==> config.mk <==
export PLATFORM = sky130hd
export DESIGN_NAME = zs_access_unit
export DESIGN_NICKNAME = d
export VERILOG_FILES = /design/src/rtl/zs_pkg.sv /design/src/rtl/zs_addr_xlate.sv /design/src/rtl/zs_field_merge.sv /design/src/rtl/zs_access_ctrl.sv /design/src/rtl/zs_access_unit.sv
export SDC_FILE = /design/constraint.sdc
export NUM_CORES = 1
export LEC_CHECK = 0
export ABC_AREA = 1
export BUFFER_PORTS_ARGS = -buffer_cell sky130_fd_sc_hd__buf_2
export CORE_MARGIN = 5
export CORE_UTILIZATION = 41
export DETAILED_ROUTE_END_ITERATION = 10
export PLACE_DENSITY = 0.63
export SLEW_MARGIN = 10
export SYNTH_ARGS = -nofsm -noshare
export SYNTH_HDL_FRONTEND = slang
export SYNTH_SLANG_ARGS = --single-unit
==> constraint.sdc <==
create_clock -name clk -period 2.85 [get_ports clk]
set_input_delay 0.4275 -clock clk [delete_from_list [all_inputs] [get_ports clk]]
set_output_delay 0.4275 -clock clk [all_outputs]
set_load 0.03 [all_outputs]
==> src/rtl/zs_pkg.sv <==
package zs_pkg;

  typedef enum logic [1:0] {
    ZFMT_D16  = 2'b00,
    ZFMT_D24  = 2'b01,
    ZFMT_STEN = 2'b10,
    ZFMT_RSVD = 2'b11
  } zfmt_e;

  typedef enum logic [1:0] {
    ZST_IDLE    = 2'd0,
    ZST_RD_REQ  = 2'd1,
    ZST_RD_WAIT = 2'd2,
    ZST_WR_REQ  = 2'd3
  } zst_e;

  localparam int unsigned ZWORD_W  = 32;
  localparam int unsigned ZDATA_W  = 24;
  localparam int unsigned ZBE_W    = ZWORD_W / 8;

endpackage

==> src/rtl/zs_addr_xlate.sv <==
// Coordinate offset plus tiled/linear address translation.
// Output is a halfword address (byte address bit 0 is always zero).
module zs_addr_xlate
  import zs_pkg::*;
#(
  parameter int unsigned CW  = 12,
  parameter int unsigned PW  = 12,
  localparam int unsigned BAW = CW + PW + 3,
  localparam int unsigned HW  = BAW - 1
) (
  input  zfmt_e          fmt,
  input  logic [CW-1:0]  rel_x,
  input  logic [CW-1:0]  rel_y,
  input  logic [CW-1:0]  org_x,
  input  logic [CW-1:0]  org_y,
  input  logic [PW-1:0]  pitch,
  input  logic           linear_en,
  output logic [HW-1:0]  hw_addr
);

  logic [CW-1:0] px, py;
  logic [HW-1:0] xw, yw, pw;
  logic [HW-1:0] lin_elem;
  logic [HW-1:0] ba_wide, ba_half;
  logic [HW-1:0] t_wide, t_half;
  logic          is_half;

  always_comb begin
    px = rel_x + org_x;
    py = rel_y + org_y;
    xw = HW'(px);
    yw = HW'(py);
    pw = HW'(pitch);
    is_half = (fmt == ZFMT_D16);

    lin_elem = xw + yw * pw;

    // block indices: 16x16 pixel blocks for words, 32x16 for halfwords
    ba_wide = (yw >> 4) * (pw >> 4) + (xw >> 4);
    ba_half = (yw >> 4) * (pw >> 5) + (xw >> 5);

    // halfword units: byte address bits [11:1] below, block high part at 11
    t_wide = ((ba_wide >> 2) << 11)
           | HW'({px[3] ^ py[4], py[3], ba_wide[1:0], px[4] ^ py[2],
                  py[1:0], px[2:0], 1'b0});
    t_half = ((ba_half >> 2) << 11)
           | HW'({px[4] ^ py[4], py[3], ba_half[1:0], px[3],
                  py[2:0], px[2:0]});

    if (linear_en) begin
      hw_addr = is_half ? lin_elem : (lin_elem << 1);
    end else begin
      hw_addr = is_half ? t_half : t_wide;
    end
  end

endmodule

==> src/rtl/zs_field_merge.sv <==
// Packed-field merge for write-back and field extraction for reads.
module zs_field_merge
  import zs_pkg::*;
(
  input  zfmt_e                fmt,
  input  logic                 half_sel,
  input  logic [ZDATA_W-1:0]   new_val,
  input  logic [ZWORD_W-1:0]   old_word,
  output logic [ZWORD_W-1:0]   merged,
  output logic [ZDATA_W-1:0]   extracted
);

  always_comb begin
    unique case (fmt)
      ZFMT_STEN: begin
        merged    = {new_val[7:0], old_word[23:0]};
        extracted = {16'h0000, old_word[31:24]};
      end
      ZFMT_D16: begin
        merged    = {new_val[15:0], new_val[15:0]};
        extracted = {8'h00, (half_sel ? old_word[31:16] : old_word[15:0])};
      end
      default: begin
        merged    = {old_word[31:24], new_val};
        extracted = old_word[23:0];
      end
    endcase
  end

endmodule

==> src/rtl/zs_access_ctrl.sv <==
// Sequencer: one request in flight, read / read-modify-write / direct write.
module zs_access_ctrl
  import zs_pkg::*;
#(
  parameter int unsigned AW = 25
) (
  input  logic                clk,
  input  logic                rst_n,
  input  logic                req_valid,
  output logic                req_ready,
  input  logic                req_write,
  input  zfmt_e               req_fmt,
  input  logic [ZDATA_W-1:0]  req_wdata,
  input  logic [AW-1:0]       acc_word,
  input  logic                acc_half,
  output zfmt_e               cur_fmt,
  output logic                cur_half,
  output logic [ZDATA_W-1:0]  cur_wdata,
  input  logic [ZWORD_W-1:0]  merged,
  input  logic [ZDATA_W-1:0]  extracted,
  output logic                mem_valid,
  input  logic                mem_ready,
  output logic                mem_we,
  output logic [AW-1:0]       mem_addr,
  output logic [ZBE_W-1:0]    mem_be,
  output logic [ZWORD_W-1:0]  mem_wdata,
  input  logic                mem_rvalid,
  output logic                rsp_valid,
  output logic [ZDATA_W-1:0]  rsp_data
);

  zst_e                st_q, st_d;
  logic                lat_en;
  logic                wb_en;
  logic [ZWORD_W-1:0]  wb_d, wb_q;
  logic                rsp_v_d;
  logic                rsp_en;
  logic [AW-1:0]       addr_q;
  logic                half_q;
  logic                write_q;
  zfmt_e               fmt_q;
  logic [ZDATA_W-1:0]  wdata_q;
  logic [ZDATA_W-1:0]  rsp_q;
  logic                rsp_v_q;

  // next-state
  always_comb begin
    st_d    = st_q;
    lat_en  = 1'b0;
    wb_en   = 1'b0;
    wb_d    = merged;
    rsp_v_d = 1'b0;
    rsp_en  = 1'b0;
    unique case (st_q)
      ZST_IDLE: begin
        if (req_valid) begin
          lat_en = 1'b1;
          if (req_write && (req_fmt == ZFMT_D16)) begin
            wb_en = 1'b1;
            wb_d  = {req_wdata[15:0], req_wdata[15:0]};
            st_d  = ZST_WR_REQ;
          end else begin
            st_d  = ZST_RD_REQ;
          end
        end
      end
      ZST_RD_REQ: begin
        if (mem_ready) st_d = ZST_RD_WAIT;
      end
      ZST_RD_WAIT: begin
        if (mem_rvalid) begin
          if (write_q) begin
            wb_en = 1'b1;
            wb_d  = merged;
            st_d  = ZST_WR_REQ;
          end else begin
            rsp_v_d = 1'b1;
            rsp_en  = 1'b1;
            st_d    = ZST_IDLE;
          end
        end
      end
      ZST_WR_REQ: begin
        if (mem_ready) st_d = ZST_IDLE;
      end
      default: st_d = ZST_IDLE;
    endcase
  end

  // control registers
  always_ff @(posedge clk or negedge rst_n) begin
    if (!rst_n) begin
      st_q    <= ZST_IDLE;
      rsp_v_q <= 1'b0;
    end else begin
      st_q    <= st_d;
      rsp_v_q <= rsp_v_d;
    end
  end

  // datapath registers with explicit enables
  always_ff @(posedge clk) begin
    if (lat_en) begin
      addr_q  <= acc_word;
      half_q  <= acc_half;
      write_q <= req_write;
      fmt_q   <= req_fmt;
      wdata_q <= req_wdata;
    end
    if (wb_en) begin
      wb_q <= wb_d;
    end
    if (rsp_en) begin
      rsp_q <= extracted;
    end
  end

  assign req_ready = (st_q == ZST_IDLE);
  assign mem_valid = (st_q == ZST_RD_REQ) || (st_q == ZST_WR_REQ);
  assign mem_we    = (st_q == ZST_WR_REQ);
  assign mem_addr  = addr_q;
  assign mem_be    = (fmt_q == ZFMT_D16) ? (half_q ? 4'b1100 : 4'b0011) : 4'b1111;
  assign mem_wdata = wb_q;
  assign rsp_valid = rsp_v_q;
  assign rsp_data  = rsp_q;
  assign cur_fmt   = fmt_q;
  assign cur_half  = half_q;
  assign cur_wdata = wdata_q;

endmodule

==> src/rtl/zs_access_unit.sv <==
module zs_access_unit
  import zs_pkg::*;
#(
  parameter int unsigned CW = 12,
  parameter int unsigned PW = 12,
  localparam int unsigned BAW = CW + PW + 3,
  localparam int unsigned HW  = BAW - 1,
  localparam int unsigned AW  = BAW - 2
) (
  input  logic                clk,
  input  logic                rst_n,
  input  logic                req_valid,
  output logic                req_ready,
  input  logic                req_write,
  input  logic [1:0]          req_fmt,
  input  logic [CW-1:0]       req_x,
  input  logic [CW-1:0]       req_y,
  input  logic [CW-1:0]       org_x,
  input  logic [CW-1:0]       org_y,
  input  logic [23:0]         req_wdata,
  input  logic [PW-1:0]       pitch,
  input  logic                linear_en,
  output logic                rsp_valid,
  output logic [23:0]         rsp_data,
  output logic                mem_valid,
  input  logic                mem_ready,
  output logic                mem_we,
  output logic [AW-1:0]       mem_addr,
  output logic [3:0]          mem_be,
  output logic [31:0]         mem_wdata,
  input  logic                mem_rvalid,
  input  logic [31:0]         mem_rdata
);

  logic [1:0]          rst_sync;
  logic                rst_int_n;
  zfmt_e               fmt_in;
  logic [HW-1:0]       hw_addr;
  zfmt_e               cur_fmt;
  logic                cur_half;
  logic [ZDATA_W-1:0]  cur_wdata;
  logic [ZWORD_W-1:0]  merged;
  logic [ZDATA_W-1:0]  extracted;

  // asynchronous assert, synchronous release
  always_ff @(posedge clk or negedge rst_n) begin
    if (!rst_n) rst_sync <= 2'b00;
    else        rst_sync <= {rst_sync[0], 1'b1};
  end
  assign rst_int_n = rst_sync[1];

  assign fmt_in = zfmt_e'(req_fmt);

  zs_addr_xlate #(.CW(CW), .PW(PW)) u_xlate (
    .fmt       (fmt_in),
    .rel_x     (req_x),
    .rel_y     (req_y),
    .org_x     (org_x),
    .org_y     (org_y),
    .pitch     (pitch),
    .linear_en (linear_en),
    .hw_addr   (hw_addr)
  );

  zs_field_merge u_merge (
    .fmt       (cur_fmt),
    .half_sel  (cur_half),
    .new_val   (cur_wdata),
    .old_word  (mem_rdata),
    .merged    (merged),
    .extracted (extracted)
  );

  zs_access_ctrl #(.AW(AW)) u_ctrl (
    .clk        (clk),
    .rst_n      (rst_int_n),
    .req_valid  (req_valid),
    .req_ready  (req_ready),
    .req_write  (req_write),
    .req_fmt    (fmt_in),
    .req_wdata  (req_wdata),
    .acc_word   (hw_addr[HW-1:1]),
    .acc_half   (hw_addr[0]),
    .cur_fmt    (cur_fmt),
    .cur_half   (cur_half),
    .cur_wdata  (cur_wdata),
    .merged     (merged),
    .extracted  (extracted),
    .mem_valid  (mem_valid),
    .mem_ready  (mem_ready),
    .mem_we     (mem_we),
    .mem_addr   (mem_addr),
    .mem_be     (mem_be),
    .mem_wdata  (mem_wdata),
    .mem_rvalid (mem_rvalid),
    .rsp_valid  (rsp_valid),
    .rsp_data   (rsp_data)
  );

endmodule

==> metrics <==
Critical Path Max Stage Delay 0.52 ns; Iteration-0 DRC Markers 915; pin count of the biggest net entering global routing 54; CTS buffer count 17; detailed-router iteration count before antenna repair 5; final std cell area, no fill 21,300 um^2; total die area 39,700 um^2; effective utilization at floorplan 0.414; Worst Setup End Kind flip-flop; DP Area 19,200 um^2; cell repeated most along the worst path sky130_fd_sc_hd__fa_1; Post-Route Skew 0.0166 ns; Synth Instances 1,876; Final Hold Vio Count 0; total gr overflow 0; setup tns final -64.35 ns; most common cell in the synthesized netlist sky130_fd_sc_hd__inv_1; data required time at the worst endpoint 3.10 ns; nets in the synthesized netlist 2,285; most frequent cells after synthesis sky130_fd_sc_hd__inv_1, sky130_fd_sc_hd__nand2_1, sky130_fd_sc_hd__nor2_1; number of nets with antenna violations after detailed routing 0; Sequential Area 3400 um^2; final routed wire length divided by cell count 15.8 um; H-tree depth 4; distinct cell type count of the synthesized netlist 52; clock period minus final worst setup slack 6.00 ns; Residual DRC 0; FF-to-FF path depth 4; TritonCTS clock tree built; area occupied by multi-input gates 11,000 um^2; # placed instances 2,836; top post-synthesis cells by area sky130_fd_sc_hd__edfxtp_1, sky130_fd_sc_hd__fa_1, sky130_fd_sc_hd__ha_1; final clock period utilization by the worst path 2.11; async set or reset register ratio after synthesis 0.0439; number of standard cells in the layout, taps in and fillers out 2,910; number of flops mapped to enable cells by yosys 109; count of buffers from port buffering 213; violated checks setup timing; root cell of the clock tree sky130_fd_sc_hd__clkbuf_16; Yosys warning total 0; Die Width 199 um; placement row count 69; unrepaired setup endpoints after global routing yes; vertical die dimension 199 um; register clock-pin slew on the reported worst setup and hold paths 0.06 ns; most area-hungry cell type in the Yosys netlist sky130_fd_sc_hd__edfxtp_1; fill cell instance count of the final layout 3,100; relative area change from synthesis to final layout 44.7%; startpoint kind of the worst setup timing path primary input; slowest cell on the critical path sky130_fd_sc_hd__fa_1; Setup CP Type primary input to flip-flop; count of state elements after synthesis 114; Total Wirelength 46,100 um; fin nets 2,842; fraction of layout cells with a size suffix above 1 0.368; post-DP HPWL 37,900 um; transition at the pin with the smallest max-transition slack 1.13 ns; result of the run finished, violations left; number of antenna violations at the first check in global routing 0; number of vias per cell 4.96; crit path DAT 6.25 ns; buffer levels on the longest clock path 2; peak clock frequency supported by timing 167 MHz; placeable core area 35,500 um^2; Placer Congestion 0.909; total global routing track utilization 0.228; number of placed I/O pins 214; Post-Synthesis Cell Area 14,700 um^2; fin worst setup slack -3.15 ns; synthesized area per cell 7.84 um^2; proportion of synthesized chip area in sequential cells 0.231; Max Cap Violations 0; vias in the first global route 14,900; area share of the largest cell type after synthesis 0.223; clock sinks 114; final number of setup-violating endpoints 24; final number of max-transition violations 0; number of vias in the routed layout 14,400; crit-path max FO 4; wire length of the first global-routing pass 73,100 um; clock latency reported for the late side of the worst-skew pair 0.41 ns; dominant synthesized flop cell sky130_fd_sc_hd__edfxtp_1; max_slew headroom 0.241; class of the most critical hold timing path flip-flop to async pin
==> sequential cells by signal (all words and copies together), names as in the netlist <==
| name | count |
|---|---|
| u_ctrl.rsp_data | 24 |
| u_ctrl.cur_half | 1 |
| u_ctrl.st_q | 2 |
| rst_sync | 2 |
| u_ctrl.cur_wdata | 24 |
| u_ctrl.mem_addr | 25 |
| u_ctrl.mem_wdata | 32 |
| u_ctrl.write_q | 1 |
| u_ctrl.cur_fmt | 2 |
| u_ctrl.rsp_valid | 1 |
==> cell type report <==
type                    count  area share
clock inverters            15     0.00806
clock buffers              17      0.0200
well taps                 461      0.0271
diodes                      3    0.000353
flip-flops and latches    114       0.160
inverters                 443      0.0784
repair buffers            578       0.190
multi-input cells        1279       0.516
==> metal layers <==
metal / up-vias / share of wire / GRT usage
li1: 7070 / - / -
met1: 6802 / 0.42 / 0.298
met2: 483 / 0.49 / 0.399
met3: 81 / 0.063 / 0.0287
met4: 0 / 0.023 / 0.0631
met5: - / 0 / 0
==> final timing paths <==
check / startpoint / endpoint / slack [ns]
max: org_y[5] / u_ctrl.mem_addr[18] / -3.15
min: rst_sync[1] / u_ctrl.st_q[1] / 0.04
max reg2reg: u_ctrl.st_q[1] / u_ctrl.mem_wdata[16] / 0.73
min reg2reg: rst_sync[1] / u_ctrl.st_q[1] / 0.04
max in group asynchronous: rst_n / rst_sync[0] / 2.42
min in group clk: req_wdata[17] / u_ctrl.cur_wdata[17] / 0.19
==> through the flow <==
stage	hold WS, ns	setup slack, ns	utilization
4_1_cts	0.0487	-3.08	0.584
6_report	0.0375	-3.15	0.599
3_5_place_dp	0.0425	-3.72	0.542
2_1_floorplan	0.0265	-3.08	-
3_3_place_gp	0.0400	-3.63	0.542
5_1_grt	0.0608	-3.38	0.599
==> critical path, delay by kind of cell <==
kind            cells  cell delay [ns]
buf+inv             7             0.59
simple gates        9             0.87
fa+ha+maj           7             3.06
xor+xnor            1             0.12
compound gates      8             1.15
==> cells by family after synthesis <==
group | Yosys count | synth area share
other | 1 | 0.000255
xor gates and xnor gates | 56 | 0.0364
and+or+nand+nor | 660 | 0.186
AOI/OAI and AO/OA | 277 | 0.109
adders and majority gates | 284 | 0.311
buffers and inverters | 483 | 0.125
DFF | 114 | 0.231
muxes | 1 | 0.000681
==> cell usage in the layout (no fill, tap or decap), types with 10 or more instances in the layout <==
master,instances
sky130_fd_sc_hd__a21oi_1,63
sky130_fd_sc_hd__clkbuf_16,17
sky130_fd_sc_hd__nand2_2,34
sky130_fd_sc_hd__buf_6,37
sky130_fd_sc_hd__ha_1,108
sky130_fd_sc_hd__edfxtp_1,109
sky130_fd_sc_hd__buf_4,335
sky130_fd_sc_hd__inv_2,40
sky130_fd_sc_hd__nand4_1,14
sky130_fd_sc_hd__nand3_1,77
sky130_fd_sc_hd__ha_4,38
sky130_fd_sc_hd__buf_2,199
sky130_fd_sc_hd__nand2_4,14
sky130_fd_sc_hd__xnor2_1,12
sky130_fd_sc_hd__nor2_4,18
sky130_fd_sc_hd__nor2_2,23
sky130_fd_sc_hd__nand2_1,270
sky130_fd_sc_hd__nor2_1,164
sky130_fd_sc_hd__a21oi_2,19
sky130_fd_sc_hd__a21oi_4,10
sky130_fd_sc_hd__inv_1,399
sky130_fd_sc_hd__nand3_2,15
sky130_fd_sc_hd__o22ai_1,28
sky130_fd_sc_hd__o21ai_0,72
sky130_fd_sc_hd__xor2_1,28
sky130_fd_sc_hd__fa_1,129
sky130_fd_sc_hd__o21ai_1,13
==> timing repair <==
action | 4_1_cts | 5_1_grt
setup buffers | 29 | 13
endpoints found under the hold margin | 2 | 0
endpoints found under the setup margin | 24 | 24
pin swaps | 105 | 73
gates resized for setup | 160 | 106
hold buffers | 1 | 0
Power is left out: the tool's default activity adds up to more than one toggle a clock period on the data nets, which glitch-free logic cannot reach.
